## src/rtl/dma_chan_pkg.sv

```systemverilog
package dma_chan_pkg;

  typedef enum logic [2:0] {
    ST_IDLE,
    ST_FETCH,
    ST_ARM,
    ST_READ,
    ST_WRITE,
    ST_POST
  } eng_state_t;

  // command word field positions
  localparam int CW_LEN_W    = 13;
  localparam int CW_WID_LO   = 14;
  localparam int CW_BST_LO   = 16;
  localparam int CW_END_IE   = 21;
  localparam int CW_START_IE = 22;
  localparam int CW_FLOW_DST = 28;
  localparam int CW_FLOW_SRC = 29;
  localparam int CW_INC_DST  = 30;
  localparam int CW_INC_SRC  = 31;

  // next-pointer flag positions
  localparam int NP_STOP   = 0;
  localparam int NP_BRANCH = 1;

  // element width code to log2 of bytes; code 0 falls back to 4 bytes
  function automatic logic [1:0] width_log2(input logic [1:0] code);
    case (code)
      2'd1:    return 2'd0;
      2'd2:    return 2'd1;
      default: return 2'd2;
    endcase
  endfunction

endpackage

```

## src/rtl/dma_desc_addr.sv

```systemverilog
module dma_desc_addr
  import dma_chan_pkg::*;
#(
  parameter int AW         = 32,
  parameter int BRANCH_OFS = 32
) (
  input  logic [AW-1:0] next_ptr,
  input  logic          cmp_flag,
  output logic [AW-1:0] desc_base
);

  localparam logic [AW-1:0] ALIGN_MASK = ~AW'(15);

  always_comb begin
    desc_base = next_ptr & ALIGN_MASK;
    if (next_ptr[NP_BRANCH] && cmp_flag)
      desc_base = desc_base + AW'(BRANCH_OFS);
  end

endmodule

```

## src/rtl/dma_burst_sizer.sv

```systemverilog
module dma_burst_sizer
  import dma_chan_pkg::*;
#(
  parameter int LEN_W     = 13,
  parameter int BUF_BYTES = 32,
  parameter int IDX_W     = 6
) (
  input  logic [LEN_W-1:0] remain,
  input  logic [1:0]       wid_code,
  input  logic [1:0]       bst_code,
  output logic [1:0]       wlog,
  output logic [LEN_W-1:0] pass_bytes,
  output logic [IDX_W-1:0] elem_cnt
);

  logic [LEN_W-1:0] bsize;
  logic [LEN_W-1:0] rounded;

  always_comb begin
    wlog  = width_log2(wid_code);
    bsize = LEN_W'(4) << bst_code;
    if (bsize > LEN_W'(BUF_BYTES))
      bsize = LEN_W'(BUF_BYTES);
    pass_bytes = (remain < bsize) ? remain : bsize;
    rounded    = pass_bytes + ((LEN_W'(1) << wlog) - LEN_W'(1));
    elem_cnt   = IDX_W'(rounded >> wlog);
  end

endmodule

```

## src/rtl/dma_burst_buf.sv

```systemverilog
module dma_burst_buf #(
  parameter int DW    = 32,
  parameter int DEPTH = 32,
  parameter int AIW   = 5
) (
  input  logic           clk,
  input  logic           we,
  input  logic [AIW-1:0] waddr,
  input  logic [DW-1:0]  wdata,
  input  logic [AIW-1:0] raddr,
  output logic [DW-1:0]  rdata
);

  logic [DW-1:0] store [DEPTH];

  always_ff @(posedge clk) begin
    if (we)
      store[waddr] <= wdata;
  end

  assign rdata = store[raddr];

endmodule

```

## src/rtl/dma_chan_engine.sv

```systemverilog
module dma_chan_engine
  import dma_chan_pkg::*;
#(
  parameter int AW         = 32,
  parameter int DW         = 32,
  parameter int LEN_W      = CW_LEN_W,
  parameter int BUF_BYTES  = 32,
  parameter int BRANCH_OFS = 32
) (
  input  logic          clk,
  input  logic          rst,
  input  logic          start,
  input  logic          start_nofetch,
  input  logic [AW-1:0] cfg_desc,
  input  logic [AW-1:0] cfg_src,
  input  logic [AW-1:0] cfg_dst,
  input  logic [DW-1:0] cfg_cmd,
  input  logic          cmp_status,
  input  logic          flow_req,
  output logic          mem_req,
  output logic          mem_we,
  output logic [AW-1:0] mem_addr,
  output logic [1:0]    mem_size,
  output logic [DW-1:0] mem_wdata,
  input  logic [DW-1:0] mem_rdata,
  input  logic          mem_ready,
  output logic          busy,
  output logic          flag_start,
  output logic          flag_end,
  output logic          flag_stop,
  output logic          flag_eor,
  output logic [DW-1:0] cmd_word
);

  localparam int IDX_W = $clog2(BUF_BYTES + 1);
  localparam int AIW   = $clog2(BUF_BYTES);

  eng_state_t       state;
  logic [AW-1:0]    desc_ptr;
  logic [AW-1:0]    fetch_base;
  logic [AW-1:0]    src_a;
  logic [AW-1:0]    dst_a;
  logic [DW-1:0]    cmd;
  logic             nofetch;
  logic [1:0]       widx;
  logic [IDX_W-1:0] elem;
  logic [IDX_W-1:0] nelem_r;
  logic [LEN_W-1:0] bbytes_r;

  logic [AW-1:0]    ptr_sel;
  logic [AW-1:0]    desc_base;
  logic [1:0]       wlog;
  logic [LEN_W-1:0] pass_bytes;
  logic [IDX_W-1:0] elem_cnt;
  logic [AW-1:0]    wstep;
  logic             acc_done;
  logic             flow_en;
  logic [LEN_W-1:0] post_len;
  logic             eor_hit;
  logic             buf_we;
  logic [DW-1:0]    buf_rd;

  assign ptr_sel  = (state == ST_IDLE) ? cfg_desc : desc_ptr;
  assign wstep    = AW'(1) << wlog;
  assign acc_done = mem_req && mem_ready;
  assign flow_en  = cmd[CW_FLOW_DST] || cmd[CW_FLOW_SRC];
  assign post_len = cmd[LEN_W-1:0] - bbytes_r;
  assign eor_hit  = flow_en && !flow_req && (bbytes_r != '0);
  assign buf_we   = (state == ST_READ) && acc_done;
  assign cmd_word = cmd;

  dma_desc_addr #(.AW(AW), .BRANCH_OFS(BRANCH_OFS)) u_addr (
    .next_ptr  (ptr_sel),
    .cmp_flag  (cmp_status),
    .desc_base (desc_base)
  );

  dma_burst_sizer #(.LEN_W(LEN_W), .BUF_BYTES(BUF_BYTES), .IDX_W(IDX_W)) u_sizer (
    .remain     (cmd[LEN_W-1:0]),
    .wid_code   (cmd[CW_WID_LO +: 2]),
    .bst_code   (cmd[CW_BST_LO +: 2]),
    .wlog       (wlog),
    .pass_bytes (pass_bytes),
    .elem_cnt   (elem_cnt)
  );

  dma_burst_buf #(.DW(DW), .DEPTH(BUF_BYTES), .AIW(AIW)) u_buf (
    .clk   (clk),
    .we    (buf_we),
    .waddr (elem[AIW-1:0]),
    .wdata (mem_rdata),
    .raddr (elem[AIW-1:0]),
    .rdata (buf_rd)
  );

  always_ff @(posedge clk) begin
    if (rst) begin
      state      <= ST_IDLE;
      desc_ptr   <= '0;
      fetch_base <= '0;
      src_a      <= '0;
      dst_a      <= '0;
      cmd        <= '0;
      nofetch    <= 1'b0;
      widx       <= '0;
      elem       <= '0;
      nelem_r    <= '0;
      bbytes_r   <= '0;
      mem_req    <= 1'b0;
      mem_we     <= 1'b0;
      mem_addr   <= '0;
      mem_size   <= 2'd0;
      mem_wdata  <= '0;
      busy       <= 1'b0;
      flag_start <= 1'b0;
      flag_end   <= 1'b0;
      flag_stop  <= 1'b1;
      flag_eor   <= 1'b0;
    end else begin
      case (state)
        ST_IDLE: begin
          if (start) begin
            busy       <= 1'b1;
            flag_stop  <= 1'b0;
            flag_start <= 1'b0;
            flag_end   <= 1'b0;
            flag_eor   <= 1'b0;
            nofetch    <= start_nofetch;
            if (start_nofetch) begin
              src_a <= cfg_src;
              dst_a <= cfg_dst;
              cmd   <= cfg_cmd;
              state <= ST_ARM;
            end else begin
              fetch_base <= desc_base;
              widx       <= '0;
              state      <= ST_FETCH;
            end
          end
        end

        ST_FETCH: begin
          if (!mem_req) begin
            mem_req  <= 1'b1;
            mem_we   <= 1'b0;
            mem_addr <= fetch_base + AW'({widx, 2'b00});
            mem_size <= 2'd2;
          end else if (mem_ready) begin
            mem_req <= 1'b0;
            widx    <= widx + 2'd1;
            case (widx)
              2'd0: desc_ptr <= mem_rdata;
              2'd1: src_a    <= mem_rdata;
              2'd2: dst_a    <= mem_rdata;
              default: begin
                cmd <= mem_rdata;
                if (mem_rdata[CW_FLOW_SRC]) src_a <= {src_a[AW-1:2], 2'b00};
                if (mem_rdata[CW_FLOW_DST]) dst_a <= {dst_a[AW-1:2], 2'b00};
                if (mem_rdata[CW_START_IE]) flag_start <= 1'b1;
                state <= ST_ARM;
              end
            endcase
          end
        end

        ST_ARM: begin
          if (cmd[LEN_W-1:0] == '0) begin
            bbytes_r <= '0;
            state    <= ST_POST;
          end else if (!(flow_en && !flow_req)) begin
            bbytes_r <= pass_bytes;
            nelem_r  <= elem_cnt;
            elem     <= '0;
            state    <= ST_READ;
          end
        end

        ST_READ: begin
          if (!mem_req) begin
            mem_req  <= 1'b1;
            mem_we   <= 1'b0;
            mem_addr <= src_a;
            mem_size <= wlog;
          end else if (mem_ready) begin
            mem_req <= 1'b0;
            if (cmd[CW_INC_SRC]) src_a <= src_a + wstep;
            if (elem == nelem_r - IDX_W'(1)) begin
              elem  <= '0;
              state <= ST_WRITE;
            end else begin
              elem <= elem + IDX_W'(1);
            end
          end
        end

        ST_WRITE: begin
          if (!mem_req) begin
            mem_req   <= 1'b1;
            mem_we    <= 1'b1;
            mem_addr  <= dst_a;
            mem_size  <= wlog;
            mem_wdata <= buf_rd;
          end else if (mem_ready) begin
            mem_req <= 1'b0;
            if (cmd[CW_INC_DST]) dst_a <= dst_a + wstep;
            if (elem == nelem_r - IDX_W'(1)) begin
              elem  <= '0;
              state <= ST_POST;
            end else begin
              elem <= elem + IDX_W'(1);
            end
          end
        end

        ST_POST: begin
          cmd[LEN_W-1:0] <= post_len;
          if (eor_hit) flag_eor <= 1'b1;
          if (post_len == '0 && cmd[CW_END_IE]) flag_end <= 1'b1;
          if (eor_hit || (post_len == '0 && (nofetch || desc_ptr[NP_STOP]))) begin
            busy      <= 1'b0;
            flag_stop <= 1'b1;
            state     <= ST_IDLE;
          end else if (post_len == '0) begin
            fetch_base <= desc_base;
            widx       <= '0;
            state      <= ST_FETCH;
          end else begin
            state <= ST_ARM;
          end
        end

        default: state <= ST_IDLE;
      endcase
    end
  end

endmodule

```

## config.mk

```make
export PLATFORM = sky130hd
export DESIGN_NAME = dma_chan_engine
export DESIGN_NICKNAME = d
export VERILOG_FILES = /design/src/rtl/dma_chan_pkg.sv /design/src/rtl/dma_desc_addr.sv /design/src/rtl/dma_burst_sizer.sv /design/src/rtl/dma_burst_buf.sv /design/src/rtl/dma_chan_engine.sv
export SDC_FILE = /design/constraint.sdc
export NUM_CORES = 2
export LEC_CHECK = 0
export CORE_ASPECT_RATIO = 1.75
export CORE_MARGIN = 1
export CORE_UTILIZATION = 54
export CTS_CLUSTER_DIAMETER = 120
export CTS_CLUSTER_SIZE = 28
export DETAILED_ROUTE_END_ITERATION = 8
export PLACE_DENSITY_LB_ADDON = 0.08
export SLEW_MARGIN = 20
export SYNTH_ARGS = -nofsm -noshare
export SYNTH_HDL_FRONTEND = slang
export SYNTH_SLANG_ARGS = --single-unit
```

## constraint.sdc

```tcl
create_clock -name clk -period 3.9 [get_ports clk]
set_input_delay 0.78 -clock clk [delete_from_list [all_inputs] [get_ports clk]]
set_output_delay 0.78 -clock clk [all_outputs]
set_load 0.01 [all_outputs]
```

=== Word-level counts from Yosys, hierarchy flattened ===
Memory sizes are Yosys's and may differ from the RTL's. A register that Yosys moved wholly into a read port is not among the register bits.
Index checks and enable logic that the tools add are counted.

* Memory bits (writable): 1024
* Register bits after elaboration: 232
* Word-level logic and storage cells: 240
* Input bits: 167
* Memories kept: 1
* Output and inout bits: 105

* Mux-type cells: 97
* $lt $le $gt $ge: 2
* Add/sub/neg operators: 10
* Equal/unequal tests: 47
* Reductions and logical operators: 53
* Shifts and indexed selects: 4
* Bitwise logic cells: 3

{| class="wikitable"
|+ Memories
! name !! depth !! width !! read ports !! clocked after memory_dff !! wr ports !! line !! source
|-
| u_buf.store || 32 || 32 || 1 || 1 || 1 || dma_burst_buf.sv:14 || <nowiki>logic [DW-1:0] store [DEPTH];</nowiki>
|}

{| class="wikitable"
|+ Operators with widths
! cell !! number
|-
| $mux 32 || 28
|-
| $pmux 32 s3 || 3
|-
| $pmux 32 s2 || 3
|-
| $add 32x32->32 || 2
|-
| $ne 2x2->1 const B || 29
|-
| $mux 13 || 4
|-
| $reduce_and 10->1 || 4
|-
| $mux 3 || 13
|-
| $pmux 13 s3 || 1
|-
| $pmux 19 s2 || 1
|-
| $add 32x4->32 || 1
|-
| $add 32x6->32 const B || 1
|-
| $shl 1x2->32 const A || 1
|-
| $mux 6 || 5
|-
| $logic_not 13->1 || 2
|-
| $mux 2 || 12
|-
| $pmux 3 s6 || 1
|-
| $reduce_and 3->1 || 6
|-
| $reduce_and 6->1 || 3
|-
| $mux 1 || 16
|-
| $add 13x13->13 || 1
|-
| $gt 13x6->1 const B || 1
|-
| $lt 13x13->1 || 1
|-
| $reduce_bool 13->1 || 1
|-
| other kinds (36) || 76
|}

=== Logic depth before layout (Yosys ltp) ===
* Depth after elaboration: 8
* Gate-level depth with buffers: 20
* Gate-level depth less buffers: 20

=== Cells and area by module ===
A second synthesis with hierarchy kept.

* Cell total of the unflattened synthesis: 4350
* Area, all modules: 56083.8 um^2

{| class="wikitable"
|+ Modules (own cells, without submodules)
! module !! instances !! area each (um^2) !! cells each
|-
| dma_burst_buf || 1 || 39844.5 || 2228
|-
| dma_chan_engine || 1 || 14724.1 || 1926
|-
| dma_burst_sizer || 1 || 880.8 || 109
|-
| dma_desc_addr || 1 || 634.4 || 87
|}

=== Worst setup path after synthesis ===
Ideal clock, no wire load.

* Kind: register -> register
* Start point: register state[0]
* End point: memory u_buf.store[18][0] (enable)
* Data required time: 3.439 ns
* Setup time: 0.461 ns
* Stages on the path, launching flop included: 8
* Period minus slack after synthesis: 4.211 ns
* Slack: -0.311 ns
* Arrival: 3.750 ns
* Cell sequence: dfxtp_1 buf_2 nor2b_1 clkbuf_1 nand2_1 nor2_1 nand2_1 nor3_1

* Longest elaborated chain between the ends: 4

{| class="wikitable"
|+ RTL lines
! element !! line !! source
|-
| from (decl) || dma_chan_engine.sv:38 || <nowiki>eng_state_t state;</nowiki>
|-
| from (signal assigned) || dma_chan_engine.sv:98 || <nowiki>state <= ST_IDLE;</nowiki>
|-
| from (signal assigned) || dma_chan_engine.sv:133 || <nowiki>state <= ST_ARM;</nowiki>
|-
| from (signal assigned) || dma_chan_engine.sv:137 || <nowiki>state <= ST_FETCH;</nowiki>
|-
| $eq 3x2->1 || dma_chan_engine.sv:69 || <nowiki>assign buf_we = (state == ST_READ) && acc_done;</nowiki>
|-
| $logic_and 1x1->1 || dma_chan_engine.sv:69 ||
|-
| $mux 1 || dma_burst_buf.sv:17 || <nowiki>if (we)</nowiki>
|-
| $mux 1 (not written as such) || dma_burst_buf.sv:18 || <nowiki>store[waddr] <= wdata;</nowiki>
|-
| to (decl) || dma_burst_buf.sv:14 ||
|}

No other way between the ends.

=== Worst setup path in the final report ===
* Start point: register cmd[17], in the netlist cmd_word[17]
* End point: register nelem_r[4]

* Longest elaborated chain between the ends: 7

{| class="wikitable"
|+ RTL lines
! element !! line !! source
|-
| from (decl) || dma_chan_engine.sv:43 || <nowiki>logic [DW-1:0] cmd;</nowiki>
|-
| from (signal assigned) || dma_chan_engine.sv:132 || <nowiki>cmd <= cfg_cmd;</nowiki>
|-
| from (signal assigned) || dma_chan_engine.sv:156 || <nowiki>cmd <= mem_rdata;</nowiki>
|-
| from (signal, indexed assignment) || dma_chan_engine.sv:216 || <nowiki>cmd[LEN_W-1:0] <= post_len;</nowiki>
|-
| $shl 3x2->13 * || dma_burst_sizer.sv:21 || <nowiki>bsize = LEN_W'(4) << bst_code;</nowiki>
|-
| $gt 13x6->1 || dma_burst_sizer.sv:22 || <nowiki>if (bsize > LEN_W'(BUF_BYTES))</nowiki>
|-
| $mux 13 * || dma_burst_sizer.sv:22 ||
|-
| $lt 13x13->1 || dma_burst_sizer.sv:24 || <nowiki>pass_bytes = (remain < bsize) ? remain : bsize;</nowiki>
|-
| $mux 13 * || dma_burst_sizer.sv:24 ||
|-
| $add 13x13->13 * || dma_burst_sizer.sv:25 || <nowiki>rounded = pass_bytes + ((LEN_W'(1) << wlog) - LEN_W'(1));</nowiki>
|-
| $shr 13x2->6 * || dma_burst_sizer.sv:26 || <nowiki>elem_cnt = IDX_W'(rounded >> wlog);</nowiki>
|-
| to (signal assigned) || dma_chan_engine.sv:172 || <nowiki>nelem_r <= elem_cnt;</nowiki>
|-
| to (decl) || dma_chan_engine.sv:47 || <nowiki>logic [IDX_W-1:0] nelem_r;</nowiki>
|}

Mark *: on every way between the ends. The rest lies on a longest branch, timed or not.
A chain may end at the register's enable or synchronous reset.

==> results.cfg <==
[placement]
place_ws_ps = -304.2
placedCellCount = 5175
placed_cell_area_sq_mm = 0.05977
place.gp.congestion = 0.9176
dp_hpwl_um = 120000
port_buffers = 268

[die]
start_util = 0.5456
die_w_um = 241.5
die-area_sq_mm = 0.1017
pin_count = 272
row_count = 153
dieHeight_um = 421.1
core_sq_mm = 0.09935

[timing]
fin_crit_sh = 0.9888
fin_skew_ps = 32.58
finalSetupViolations = 0
rsz0062_at_grt = true
period_needed_ps = 3856
worst_slew_pin_slew_ps = 1171
setup_tns_ps = 0
setup_ws_ps = 43.82
hold_viol_final = 0
final_max_slew_viol_count = 0
max_freq_ghz = 0.2593
maxSlewHeadroom = 0.2169
holdWs_ps = 467.6

[worst_setup_path]
end_kind = register
crit_top_cell = ha_4
r2r-end = nelem_r[4]$_SDFFE_PP0P_
rr_worst_depth = 19
worstPathRequired_ps = 4440
path_class = register to register
path_max_fanout = 4
cp_top_family = compound AO/OA/AOI/OAI gates
crit_arrival_ps = 4400
crit_chain = nor2_4, inv_2, ha_4, o21a_1, o21ai_1, nand2b_1, a211o_1, mux2_4, ha_4, inv_2, ha_4, a21o_1, a21oi_2, o21bai_1, a21oi_2, xnor2_1, mux4_2, mux2i_1, nor2_1
r2r_slack_ps = 40
cp_slowest_cell = mux4_2
crit_buf_inv = 2
cp_slowest_stage_delay_ps = 450
r2r-start = cmd_word[17]$_SDFFE_PP0P_
critPathLaunchType = register

[clock_tree]
cts_buffer_depth = 3
cts.sinks = 1282
clock_latency_ps = 690
cts_buffers = 51
clkTransAtPathRegs_ps = 120
cts_tree = done
clockRootBuffer = clkbuf_16
cts.htree.levels = 2

[hold_path]
hold_end = desc_ptr[24]$_SDFFE_PP0P_
min_path_cells = 2
min_from = desc_ptr[24]$_SDFFE_PP0P_
worstHoldPathType = register to register

[global_routing]
grt_max_degree = 114
track_usage = 0.3419
grt_pass1_vias = 34770
grt_pass1_wl_um = 245900
grt_overflow = 0
antenna_found_initial = 6

[yosys]
synth_top_family_by_area = multiplexers
synth_area_sq_mm = 0.05420
synth_ff_type = edfxtp_1
avgSynthCellArea_sq_um = 14.99
synth_compound_area_frac = 0.08868
synthMuxAreaShare = 0.1346
yosys_warnings = 0
yosysUniqueCellTypes = 83
synth_edf_count = 1024
synthCells = 3616
synth-xor-area-share = 0.01131
synth-seq-cells = 1282
async_flop_share = 0
yosysSeqAreaShare = 0.6626
synth_adder_area_share = 0.01233
synth_simple_gate_area_share = 0.06934

[routing]
drtIter0Drc = 3236
num_vias = 34650
via_per_inst = 6.565
wl_met3_um = 11120
drc_errors = 0
m1WireLength_um = 61590
highest_layer = met5
routed_wl_um = 172900
wl_met2_um = 87760
avgRoutedWirePerCell_um = 32.75
dr.pass1.iters = 6
antenna_left = 0

[power]
power_density_mw_per_mm2 = 513.0
p_leak_nw = 19.45
finalPower_mw = 31.51
irDropWorstVdd_uv = 634.9

[run]
drv_cap = 0

[cells_and_area]
nets = 4134
final_core_utilization = 0.6182
area_delta_synth_final_pct = 13.32
layout_commonest_cell = edfxtp_1
final_cells = 5278
drive_gt1_frac = 0.1710
nFillCells = 7359
mostFrequentLayoutCells = 1,024 x edfxtp_1, 270 x nand2_1, 260 x mux4_2
fin_area_sq_mm = 0.06143

[status]
status = finished, final reports clean
## routing by layer
| metal | vias to the layer above | global-route usage |
|---|---|---|
| met4 | 6 | 0.1986 |
| met2 | 1639 | 0.5875 |
| li1 | 14810 | - |
| met1 | 17820 | 0.4122 |
| met5 | - | 0 |
| met3 | 375 | 0.04034 |
## cells in the mapped netlist, types with 6 or more instances
master	n	area, sq um
xor2_1	34	297.8
buf_2	11	55.05
o31ai_1	6	45.04
mux2_2	14	157.7
nand4_1	21	131.4
nor3_1	72	360.4
a222oi_1	7	70.07
nor2b_1	31	193.9
nor4_1	21	131.4
ha_1	47	588.1
xnor2_1	36	315.3
a22o_1	9	78.83
nor2_1	229	859.6
o21a_1	8	60.06
a21o_1	20	150.1
a2bb2oi_1	6	52.55
inv_1	49	183.9
a221o_1	6	60.06
a31oi_1	16	100.1
clkbuf_1	186	698.2
a21oi_1	183	915.9
nand3b_1	6	45.04
and3_1	42	262.8
mux4_2	260	5856
a221oi_1	19	166.4
and4_1	9	78.83
or3_1	10	62.56
nand3_1	55	275.3
mux2i_1	119	1191
dfxtp_1	258	5165
a211oi_1	65	488.0
o21ai_0	88	440.4
mux2_4	6	90.09
o211ai_1	39	292.8
edfxtp_1	1024	30750
buf_1	46	172.7
o22ai_1	33	206.5
o221a_2	24	270.3
a311oi_1	28	245.2
nand2_1	270	1013
a22oi_1	103	773.2
and2_1	7	43.79
nand2b_1	12	75.07
## worst max path at each step
stage	start	endpoint	slack, ps	depth (start not counted)
floorplan	state[0]$_SDFFE_PP0P_	u_buf.store[18][0]$_DFFE_PP_	-310	7
global placement	cmd_word[17]$_SDFFE_PP0P_	nelem_r[4]$_SDFFE_PP0P_	-310	18
detailed placement	cmd_word[17]$_SDFFE_PP0P_	nelem_r[4]$_SDFFE_PP0P_	-300	20
CTS	cmd_word[16]$_SDFFE_PP0P_	nelem_r[4]$_SDFFE_PP0P_	7	19
global route	cmd_word[16]$_SDFFE_PP0P_	nelem_r[4]$_SDFFE_PP0P_	-100	19
finish	cmd_word[17]$_SDFFE_PP0P_	nelem_r[4]$_SDFFE_PP0P_	40	19
## final cells by class
class | instances | area [sq um] | share of cell area
Multi-Input combinational cell | 2038 | 17520 | 0.2852
Antenna cell | 3 | 7.507 | 0.0001222
Clock inverter | 3 | 58.81 | 0.0009574
Clock buffer | 92 | 1451 | 0.02363
Tap cell | 1317 | 1648 | 0.02683
Timing Repair Buffer | 492 | 4617 | 0.07516
Sequential cell | 1282 | 35940 | 0.5850
Inverter | 51 | 191.4 | 0.003117
## cell families (layout without fill, tap and decap cells)
group,Yosys count,count (layout)
AOI/OAI and AO/OA,704,704
xor gates and xnor gates,70,70
adders and majority gates,51,51
buffers and inverters,297,638
DFF,1282,1282
muxes,399,399
other,2,6
and+or+nand+nor,811,811
## flip-flops by register name (all words and copies together) (netlist names), 2 cells and up
signal and count:
bbytes_r 13, cmd_word 32, desc_ptr 30, dst_a 32, elem 6, fetch_base 28
mem_addr 32, mem_size 2, mem_wdata 32, nelem_r 6, src_a 32, state 3
u_buf.store 1024, widx 2
## power breakdown
group | total (mW) | switching, mW | internal, mW
Combinational | 8.68 | 5.10 | 3.59
Sequential | 16.1 | 0.780 | 15.3
Clock | 6.70 | 4.11 | 2.59
## timing repair
| action | CTS | global route |
|---|---|---|
| pin swaps | 3 | 11 |
| endpoints found under the setup margin | 4 | 15 |
| hold buffers | 0 | 0 |
| setup buffers | 1 | 4 |
| gates resized for setup | 9 | 14 |
## worst min-delay path: cells and delay by family (launching register included)
kind / cells / cell delay (ps)
AOI/OAI and AO/OA: 1 / 60
DFF: 1 / 330
and+or+nand+nor: 1 / 50
Power figures use the tool's default switching activity.
